### config.mk
export PLATFORM = sky130hd
export DESIGN_NAME = bist_frame_gen
export DESIGN_NICKNAME = d
export VERILOG_FILES = /design/src/rtl/bist_pkg.sv /design/src/rtl/bist_prbs7.sv /design/src/rtl/bist_frame_seq.sv /design/src/rtl/bist_lane_skew.sv /design/src/rtl/bist_frame_gen.sv
export SDC_FILE = /design/constraint.sdc
export NUM_CORES = 1
export LEC_CHECK = 0
export BUFFER_PORTS_ARGS = -buffer_cell sky130_fd_sc_hd__clkbuf_2
export CAP_MARGIN = 20
export CELL_PAD_IN_SITES_DETAIL_PLACEMENT = 0
export CELL_PAD_IN_SITES_GLOBAL_PLACEMENT = 1
export CORE_MARGIN = 10
export CORE_UTILIZATION = 40
export DETAILED_ROUTE_END_ITERATION = 12
export PLACE_DENSITY_LB_ADDON = 0.05
export SLEW_MARGIN = 20
export SYNTH_ARGS = -nofsm -noshare
export SYNTH_HDL_FRONTEND = slang
export SYNTH_HIERARCHICAL = 1
export SYNTH_SLANG_ARGS = --single-unit
### constraint.sdc
create_clock -name clk -period 3.97 [get_ports clk]
set_input_delay 0.1985 -clock clk [delete_from_list [all_inputs] [get_ports clk]]
set_output_delay 0.1985 -clock clk [all_outputs]
set_load 0.02 [all_outputs]
### src/rtl/bist_pkg.sv
package bist_pkg;

  typedef struct packed {
    logic [7:0] byte_v;
    logic [6:0] state;
  } prbs_step_t;

  // Eight LFSR steps, first emitted bit lands in bit 7.
  function automatic prbs_step_t prbs7_byte(input logic [6:0] s_in);
    prbs_step_t r;
    logic [6:0] s;
    logic fb;
    s = s_in;
    r.byte_v = '0;
    for (int i = 7; i >= 0; i--) begin
      fb = s[6] ^ s[5];
      r.byte_v[i] = fb;
      s = {s[5:0], fb};
    end
    r.state = s;
    return r;
  endfunction

endpackage

### src/rtl/bist_prbs7.sv
module bist_prbs7 #(
  parameter logic [6:0] SEED = 7'h7F
) (
  input  logic       clk,
  input  logic       rst_n,
  input  logic       clr,
  input  logic       adv,
  output logic [7:0] byte_o
);
  import bist_pkg::*;

  logic [6:0] state_q;
  prbs_step_t nxt;

  always_comb nxt = prbs7_byte(state_q);

  always_ff @(posedge clk or negedge rst_n) begin
    if (!rst_n)      state_q <= SEED;
    else if (clr)    state_q <= SEED;
    else if (adv)    state_q <= nxt.state;
  end

  assign byte_o = nxt.byte_v;
endmodule

### src/rtl/bist_frame_seq.sv
module bist_frame_seq #(
  parameter int         N_A1  = 12,
  parameter int         N_A2  = 12,
  parameter int         N_PAY = 9696,
  parameter logic [7:0] A1    = 8'hF6,
  parameter logic [7:0] A2    = 8'h28
) (
  input  logic       clk,
  input  logic       rst_n,
  input  logic       clr,
  input  logic       adv,
  input  logic [7:0] pay_byte,
  output logic [7:0] byte_o,
  output logic       pay_o,
  output logic       start_o
);
  localparam int FRAME = N_A1 + N_A2 + N_PAY;
  localparam int IW    = $clog2(FRAME);
  localparam logic [IW-1:0] LAST   = IW'(FRAME - 1);
  localparam logic [IW-1:0] A2_BEG = IW'(N_A1);
  localparam logic [IW-1:0] PY_BEG = IW'(N_A1 + N_A2);

  logic [IW-1:0] idx_q;

  always_ff @(posedge clk or negedge rst_n) begin
    if (!rst_n)         idx_q <= '0;
    else if (clr)       idx_q <= '0;
    else if (adv)       idx_q <= (idx_q == LAST) ? '0 : idx_q + 1'b1;
  end

  always_comb begin
    pay_o = (idx_q >= PY_BEG);
    if (idx_q < A2_BEG)   byte_o = A1;
    else if (!pay_o)      byte_o = A2;
    else                  byte_o = pay_byte;
  end

  assign start_o = (idx_q == '0);
endmodule

### src/rtl/bist_lane_skew.sv
module bist_lane_skew #(
  parameter int LANES = 4,
  parameter int W     = 8
) (
  input  logic               clk,
  input  logic               rst_n,
  input  logic               clr,
  input  logic               adv,
  input  logic [W-1:0]       din,
  output logic [LANES*W-1:0] dout
);
  logic [W-1:0] stage [LANES];

  assign stage[0] = din;

  for (genvar k = 1; k < LANES; k++) begin : g_stage
    always_ff @(posedge clk or negedge rst_n) begin
      if (!rst_n)      stage[k] <= '0;
      else if (clr)    stage[k] <= '0;
      else if (adv)    stage[k] <= stage[k-1];
    end
  end

  for (genvar k = 0; k < LANES; k++) begin : g_out
    assign dout[k*W +: W] = stage[k];
  end
endmodule

### src/rtl/bist_frame_gen.sv
module bist_frame_gen #(
  parameter int         LANES = 4,
  parameter int         N_A1  = 12,
  parameter int         N_A2  = 12,
  parameter int         N_PAY = 9696,
  parameter logic [7:0] A1    = 8'hF6,
  parameter logic [7:0] A2    = 8'h28,
  parameter logic [6:0] SEED  = 7'h7F
) (
  input  logic             clk,
  input  logic             rst_n,
  input  logic             test_n,
  input  logic             frame_rst_n,
  input  logic             out_ready,
  output logic             out_valid,
  output logic [LANES*8-1:0] lane_data,
  output logic             out_sof
);
  logic run_q;
  logic clr, adv, pay, start;
  logic [7:0] pay_byte, lane0;
  logic [LANES*8-1:0] skewed;

  always_ff @(posedge clk or negedge rst_n) begin
    if (!rst_n) run_q <= 1'b0;
    else        run_q <= !test_n && frame_rst_n;
  end

  assign clr = !run_q;
  assign adv = run_q && out_ready;

  bist_prbs7 #(.SEED(SEED)) u_prbs (
    .clk(clk), .rst_n(rst_n), .clr(clr), .adv(adv && pay), .byte_o(pay_byte)
  );

  bist_frame_seq #(
    .N_A1(N_A1), .N_A2(N_A2), .N_PAY(N_PAY), .A1(A1), .A2(A2)
  ) u_seq (
    .clk(clk), .rst_n(rst_n), .clr(clr), .adv(adv), .pay_byte(pay_byte),
    .byte_o(lane0), .pay_o(pay), .start_o(start)
  );

  bist_lane_skew #(.LANES(LANES), .W(8)) u_skew (
    .clk(clk), .rst_n(rst_n), .clr(clr), .adv(adv), .din(lane0), .dout(skewed)
  );

  assign out_valid = run_q;
  assign lane_data = run_q ? skewed : '0;
  assign out_sof   = run_q && start;
endmodule

# Yosys cells after proc, flatten, opt, wreduce, memory -nomap -nowiden
# Cells that the tools add are included.
dict set report totals {
  reg_bits 46
  out_inout_bits 34
  word_cells 40
}
dict set report classes {
  n_addsub 1
  order_cmp 2
  eq_ne 3
  n_mux 14
  n_bitwise 8
  reduce_logical 6
}
# operator count
set op_table {}
lappend op_table {{two-way mux 8 bit} 8}
lappend op_table {{two-way mux 14 bit} 3}
lappend op_table {{two-way mux 32 bit} 1}
lappend op_table {{adder 14 x 1 -> 14 bit (second input constant)} 1}
lappend op_table {{equality test 14 bit (second input constant)} 1}
lappend op_table {{>= comparator 14 x 5 -> 1 bit (second input constant)} 1}
lappend op_table {{zero test 14 bit} 1}
lappend op_table {{less-than comparator 14 x 4 -> 1 bit (second input constant)} 1}
lappend op_table {{two-way mux 7 bit} 2}
lappend op_table {{XOR 1 bit} 8}
lappend op_table {{logical AND 1 bit} 4}
lappend op_table {{inequality test 2 x 1 -> 1 bit (second input constant)} 2}
lappend op_table {{zero test 1 bit} 1}

# Logic depth before layout (Yosys ltp)
dict set report depth {
  depth_word 6
  mapped_depth 8
  depth_no_buf 6
}

# By module
# Netlist, hierarchy kept.
# mod n_inst cells_per_inst area_each_um2 seq_area_each_um2
set modules_own_cells {}
lappend modules_own_cells {bist_lane_skew 1 85 1049.8 600.6}
lappend modules_own_cells {bist_frame_seq 1 107 927.1 350.3}
lappend modules_own_cells {bist_prbs7 1 30 380.4 183.9}
lappend modules_own_cells {bist_frame_gen 1 41 287.8 25.0}

# Least setup slack after synthesis
# OpenSTA, ideal clock, no wires.
dict set report synth_timing {
  kind {register to register}
  start {reg run_q, in the netlist out_valid}
  end {reg u_seq.idx_q[8]}
  setup_ns 0.138
  arrival_ns 1.776
  path_slack_ns 2.056
  stages_incl_launch_ff 8
  n_path_buf 2
  path_cell_list {dfrtp_1 > clkbuf_2 > inv_1 > clkbuf_1 > o2111ai_1 > nor3_1 > xnor2_1 > nor2_1}
}
dict set report synth_between {
  elab_chain_len 2
}
# item line
set synth_lines {}
lappend synth_lines {{from (decl)} bist_frame_gen.sv:19} ;# logic run_q;
lappend synth_lines {{from (signal assigned)} bist_frame_gen.sv:26} ;# else run_q <= !test_n && frame_rst_n;
lappend synth_lines {{logical AND 1 bit} bist_frame_gen.sv:30} ;# assign adv = run_q && out_ready;
lappend synth_lines {{inequality test 2 x 1 -> 1 bit (no line)} n/a}
lappend synth_lines {{to (signal assigned)} bist_frame_seq.sv:28} ;# else if (adv) idx_q <= (idx_q == LAST) ? '0 : idx_q + 1'b1;
lappend synth_lines {{to (decl)} bist_frame_seq.sv:23} ;# logic [IW-1:0] idx_q;
# Parallel ways exist; a longest one is shown, timed or not.
# A chain may end at the register's enable or synchronous reset.

# Final worst setup path
dict set report layout_timing {
  start {reg u_seq.idx_q[11]}
  end {out lane_data[3]}
}
dict set report layout_between {
  elab_chain_len 4
}
# item line
set layout_lines {}
lappend layout_lines {{>= comparator 14 x 5 -> 1 bit} bist_frame_seq.sv:32} ;# pay_o = (idx_q >= PY_BEG);
lappend layout_lines {{two-way mux 8 bit} bist_frame_seq.sv:34} ;# else if (!pay_o) byte_o = A2;
lappend layout_lines {{two-way mux 8 bit (*)} bist_frame_seq.sv:33} ;# if (idx_q < A2_BEG) byte_o = A1;
lappend layout_lines {{named net lane0[3]} bist_frame_gen.sv:21} ;# logic [7:0] pay_byte, lane0;
lappend layout_lines {{two-way mux 32 bit (*)} bist_frame_gen.sv:48} ;# assign lane_data = run_q ? skewed : '0;
lappend layout_lines {{to (decl)} bist_frame_gen.sv:16} ;# output logic [LANES*8-1:0] lane_data,
# Mark *: on every way through the listed nets, which the timed path passes. The rest lies on a longest branch.

==> flow_summary.ini <==
[synthesis]
synth_cell_types = 42
synth_nets = 270
postSynthCellCount = 263
synth_top_family_by_area = simple AND/OR/NAND/NOR gates
seq_area_frac_synth_pct = 43.85
synth.top_cell.area_share_pct = 36.90
synthSimpleGateAreaFrac_pct = 24.98
synth_compound_area_share_pct = 7.237
synth.area.mux_share_pct = 9.839
post-synth-top-area-cell = dfrtp_1
synth.area.top_cells = dfrtp_1 37%, mux2i_1 9.8%, dfstp_2 7.0%
synthAdderAreaFrac_pct = 0.9461
ys_warn_count = 6
synth-edff-count = 0
ys.flop_type = dfrtp_1
avgSynthCellArea_um2 = 10.06
synth_xor_area_share_pct = 5.913
async_reset_ff_share_pct = 100.0
synth_area_um2 = 2645
yosysMostFrequentCell = dfrtp_1
ys_seq_elements = 46
synthTopCellsByCount = 39 x dfrtp_1, 38 x nor2_1, 26 x mux2i_1, 23 x and2_1, 14 x and2_2

[drt]
dr.first_iter.drc_count = 75
dr.pass1.iters = 4
via_count = 1861
vias_per_cell = 5.057
route.detailed.drc = 0
routed_wl_um = 5878
wl_per_cell_um = 15.97
antenna_left = 0

[final_layout]
diodes = 0
drive_gt1_share_pct = 26.12
num-nets-final = 297
syn_to_final_growth_pct = 11.26
fill_cells = 614
final_core_util_pct = 46.08

[pwr]
clkPwrFrac_pct = 44.9
pwr-share-seq_pct = 49.1
p_int_w = 0.0007562
netSwitchingFraction_pct = 21.42
powerDensity_nw_per_um2 = 327.0
pwr-share-comb_pct = 5.9
power_switching_w = 0.0002062
p_leak_nw = 1.301
vdd_ir_drop_max_mv = 0.1456

[grt]
antenna_found_initial = 0
grt_pass1_vias = 1876
grt_max_degree = 47
gr-total-overflow = 0
track_usage_pct = 11.63
grt_pass1_wl_um = 9715

[placed_design]
routabilityCongestion = 0.8070
portBuffers = 38
dpl.hpwl_um = 4006
pre_cts_ws_ns = 1.769

[sta]
finalWorstSetupSlack_ns = 1.401
fmax_ghz = 0.3892
fin_skew_ns = 0.005650
slew-limit-headroom_pct = 49.39
worst_pin_slew_ns = 0.7533
maxSlewViolCount = 0
hold_violations = 0
period_needed_ns = 2.569
setup_viol = 0
grt_setup_unrepaired = no
finalCritPeriodShare_pct = 64.72
setup_tns_ns = 0

[cts]
cts_inserted_buffers = 5
clk_latency_ns = 0.30
postCtsResizedCells = 0
holdBufCountCts = 1
clk_path_buf_depth = 2
htree_levels = 2
clk_pin_slew_ns = 0.09
cts_tree = done
cts_sinks = 46
post-cts-setup-buffer-count = 0
clock_tree.root_cell = clkbuf_8

[floorplanning]
die_x_um = 101.3
io_pins = 39
start_util_pct = 41.42
core_um2 = 6386
die_area_um2 = 10260
die_h_um = 101.3
rows = 29

[setup_path]
cp-start-kind = flop
cp-end-kind = output port
crit_buf_inv = 1
cp_top_family = simple AND/OR/NAND/NOR gates
slowest_delay_ns = 0.62
worstPathRequired_ns = 3.77
path_max_fanout = 6
path_class = flop to output port
cp.arrival_ns = 2.37
crit_slowest_cell = nor3_1
cp_cell_sequence = nor3_1 > nand3_1 > nor3_1 > a21oi_1 > and2_1 > clkbuf_2
cpMostUsedCell = nor3_1

[job]
drv_cap = 0

[hold_path]
hold_class = primary input to flop

[status]
status = finished clean
worst register-to-register path, cell delays in order (launching register included):
cell	delay [ns]
dfrtp_1	0.44
nor3_1	0.33
nand3_1	0.19
nor3_1	0.62
a21oi_1	0.14
mux2i_1	0.18
nor2_1	0.05
cell type report:
cell class,instances,area (um2),area share [%]
inverter,5,18.77,0.6378
clock buffer,6,82.58,2.806
timing repair buffer,43,230.2,7.823
tap,77,96.34,3.274
sequential,46,1160,39.41
clock inverter,2,60.06,2.041
multi-input combinational,189,1295,44.01
power groups by stage:
stage / clock network [W] / registers (W) / logic, W
4_1_cts: 0.000445 / 0.000473 / 0.0000593
6_report: 0.000432 / 0.000473 / 0.0000573
5_1_grt: 0.000461 / 0.000473 / 0.0000641
2_1_floorplan: 0 / 0.000482 / 0.0000358
3_5_place_dp: 0 / 0.000482 / 0.0000583
3_3_place_gp: 0 / 0.000482 / 0.0000591
layer usage:
metal / up-vias / GRT usage [%] / routed length [um] / share of wire, %
li1: 929 / - / - / -
met2: 34 / 16.85 / 2476 / 42
met5: - / 0 / 0 / 0
met3: 6 / 3.131 / 322 / 5.5
met1: 892 / 16.55 / 3020 / 51
met4: 0 / 3.215 / 59 / 1.0
flip-flops by register name, indices dropped and copies added, names as in the netlist:
signal and count:
u_skew/dout 24, u_seq/idx_q 14, out_valid 1, u_prbs/state_q 7
placed cells by master (no fill, tap or decap), types with 2 or more instances in the layout:
cell | netlist | routed
a21oi_1 | 2 | 2
clkbuf_2 | 3 | 38
nand4_1 | 4 | 4
dfstp_2 | 7 | 7
mux2i_1 | 26 | 26
nand3_1 | 4 | 4
and2_1 | 23 | 22
xor2_1 | 13 | 13
clkbuf_8 | 0 | 6
bufinv_16 | 0 | 2
nor3_1 | 4 | 4
nand2_1 | 10 | 10
dfrtp_1 | 39 | 39
or4_1 | 2 | 2
o21ai_0 | 4 | 4
buf_4 | 11 | 4
xnor2_1 | 2 | 2
nor2b_1 | 9 | 9
ha_1 | 2 | 2
and4_1 | 4 | 4
nor2_1 | 38 | 38
a211o_1 | 7 | 7
inv_1 | 5 | 5
and2_2 | 14 | 15
a21o_1 | 6 | 6
through the flow:
step                hold WS [ns]  total power (W)  instance area [um2]  instances
global placement          0.3358        0.0005412                 2790        359
global route              0.1037        0.0009985                 2943        368
finish                    0.1147        0.0009624                 2943        368
CTS                       0.1009        0.0009778                 2943        368
floorplan               -0.09709        0.0005181                 2645        263
detailed placement        0.3274        0.0005402                 2790        359
cells by family after synthesis:
family	Yosys count
simple gates	119
fa+ha+maj	2
flops	46
compound gates	26
buf+inv	28
xor+xnor	16
mux	26
path summary, 6_finish.rpt:
| kind | start | to | slack (ns) | cells past startpoint |
|---|---|---|---|---|
| min in group asynchronous | rst_n | u_skew/dout[30] | 0.52 | 3 |
| max in group asynchronous | rst_n | u_skew/dout[11] | 3.06 | 3 |
| setup / recovery | u_seq/idx_q[11] | lane_data[3] | 1.40 | 6 |
| hold reg to reg | u_skew/dout[27] | u_skew/dout[27] | 0.52 | 2 |
| setup reg to reg | u_seq/idx_q[11] | u_skew/dout[11] | 1.89 | 6 |
| hold / removal | test_n | out_valid | 0.11 | 2 |
Note: power is estimated with default switching activity, not from simulation.
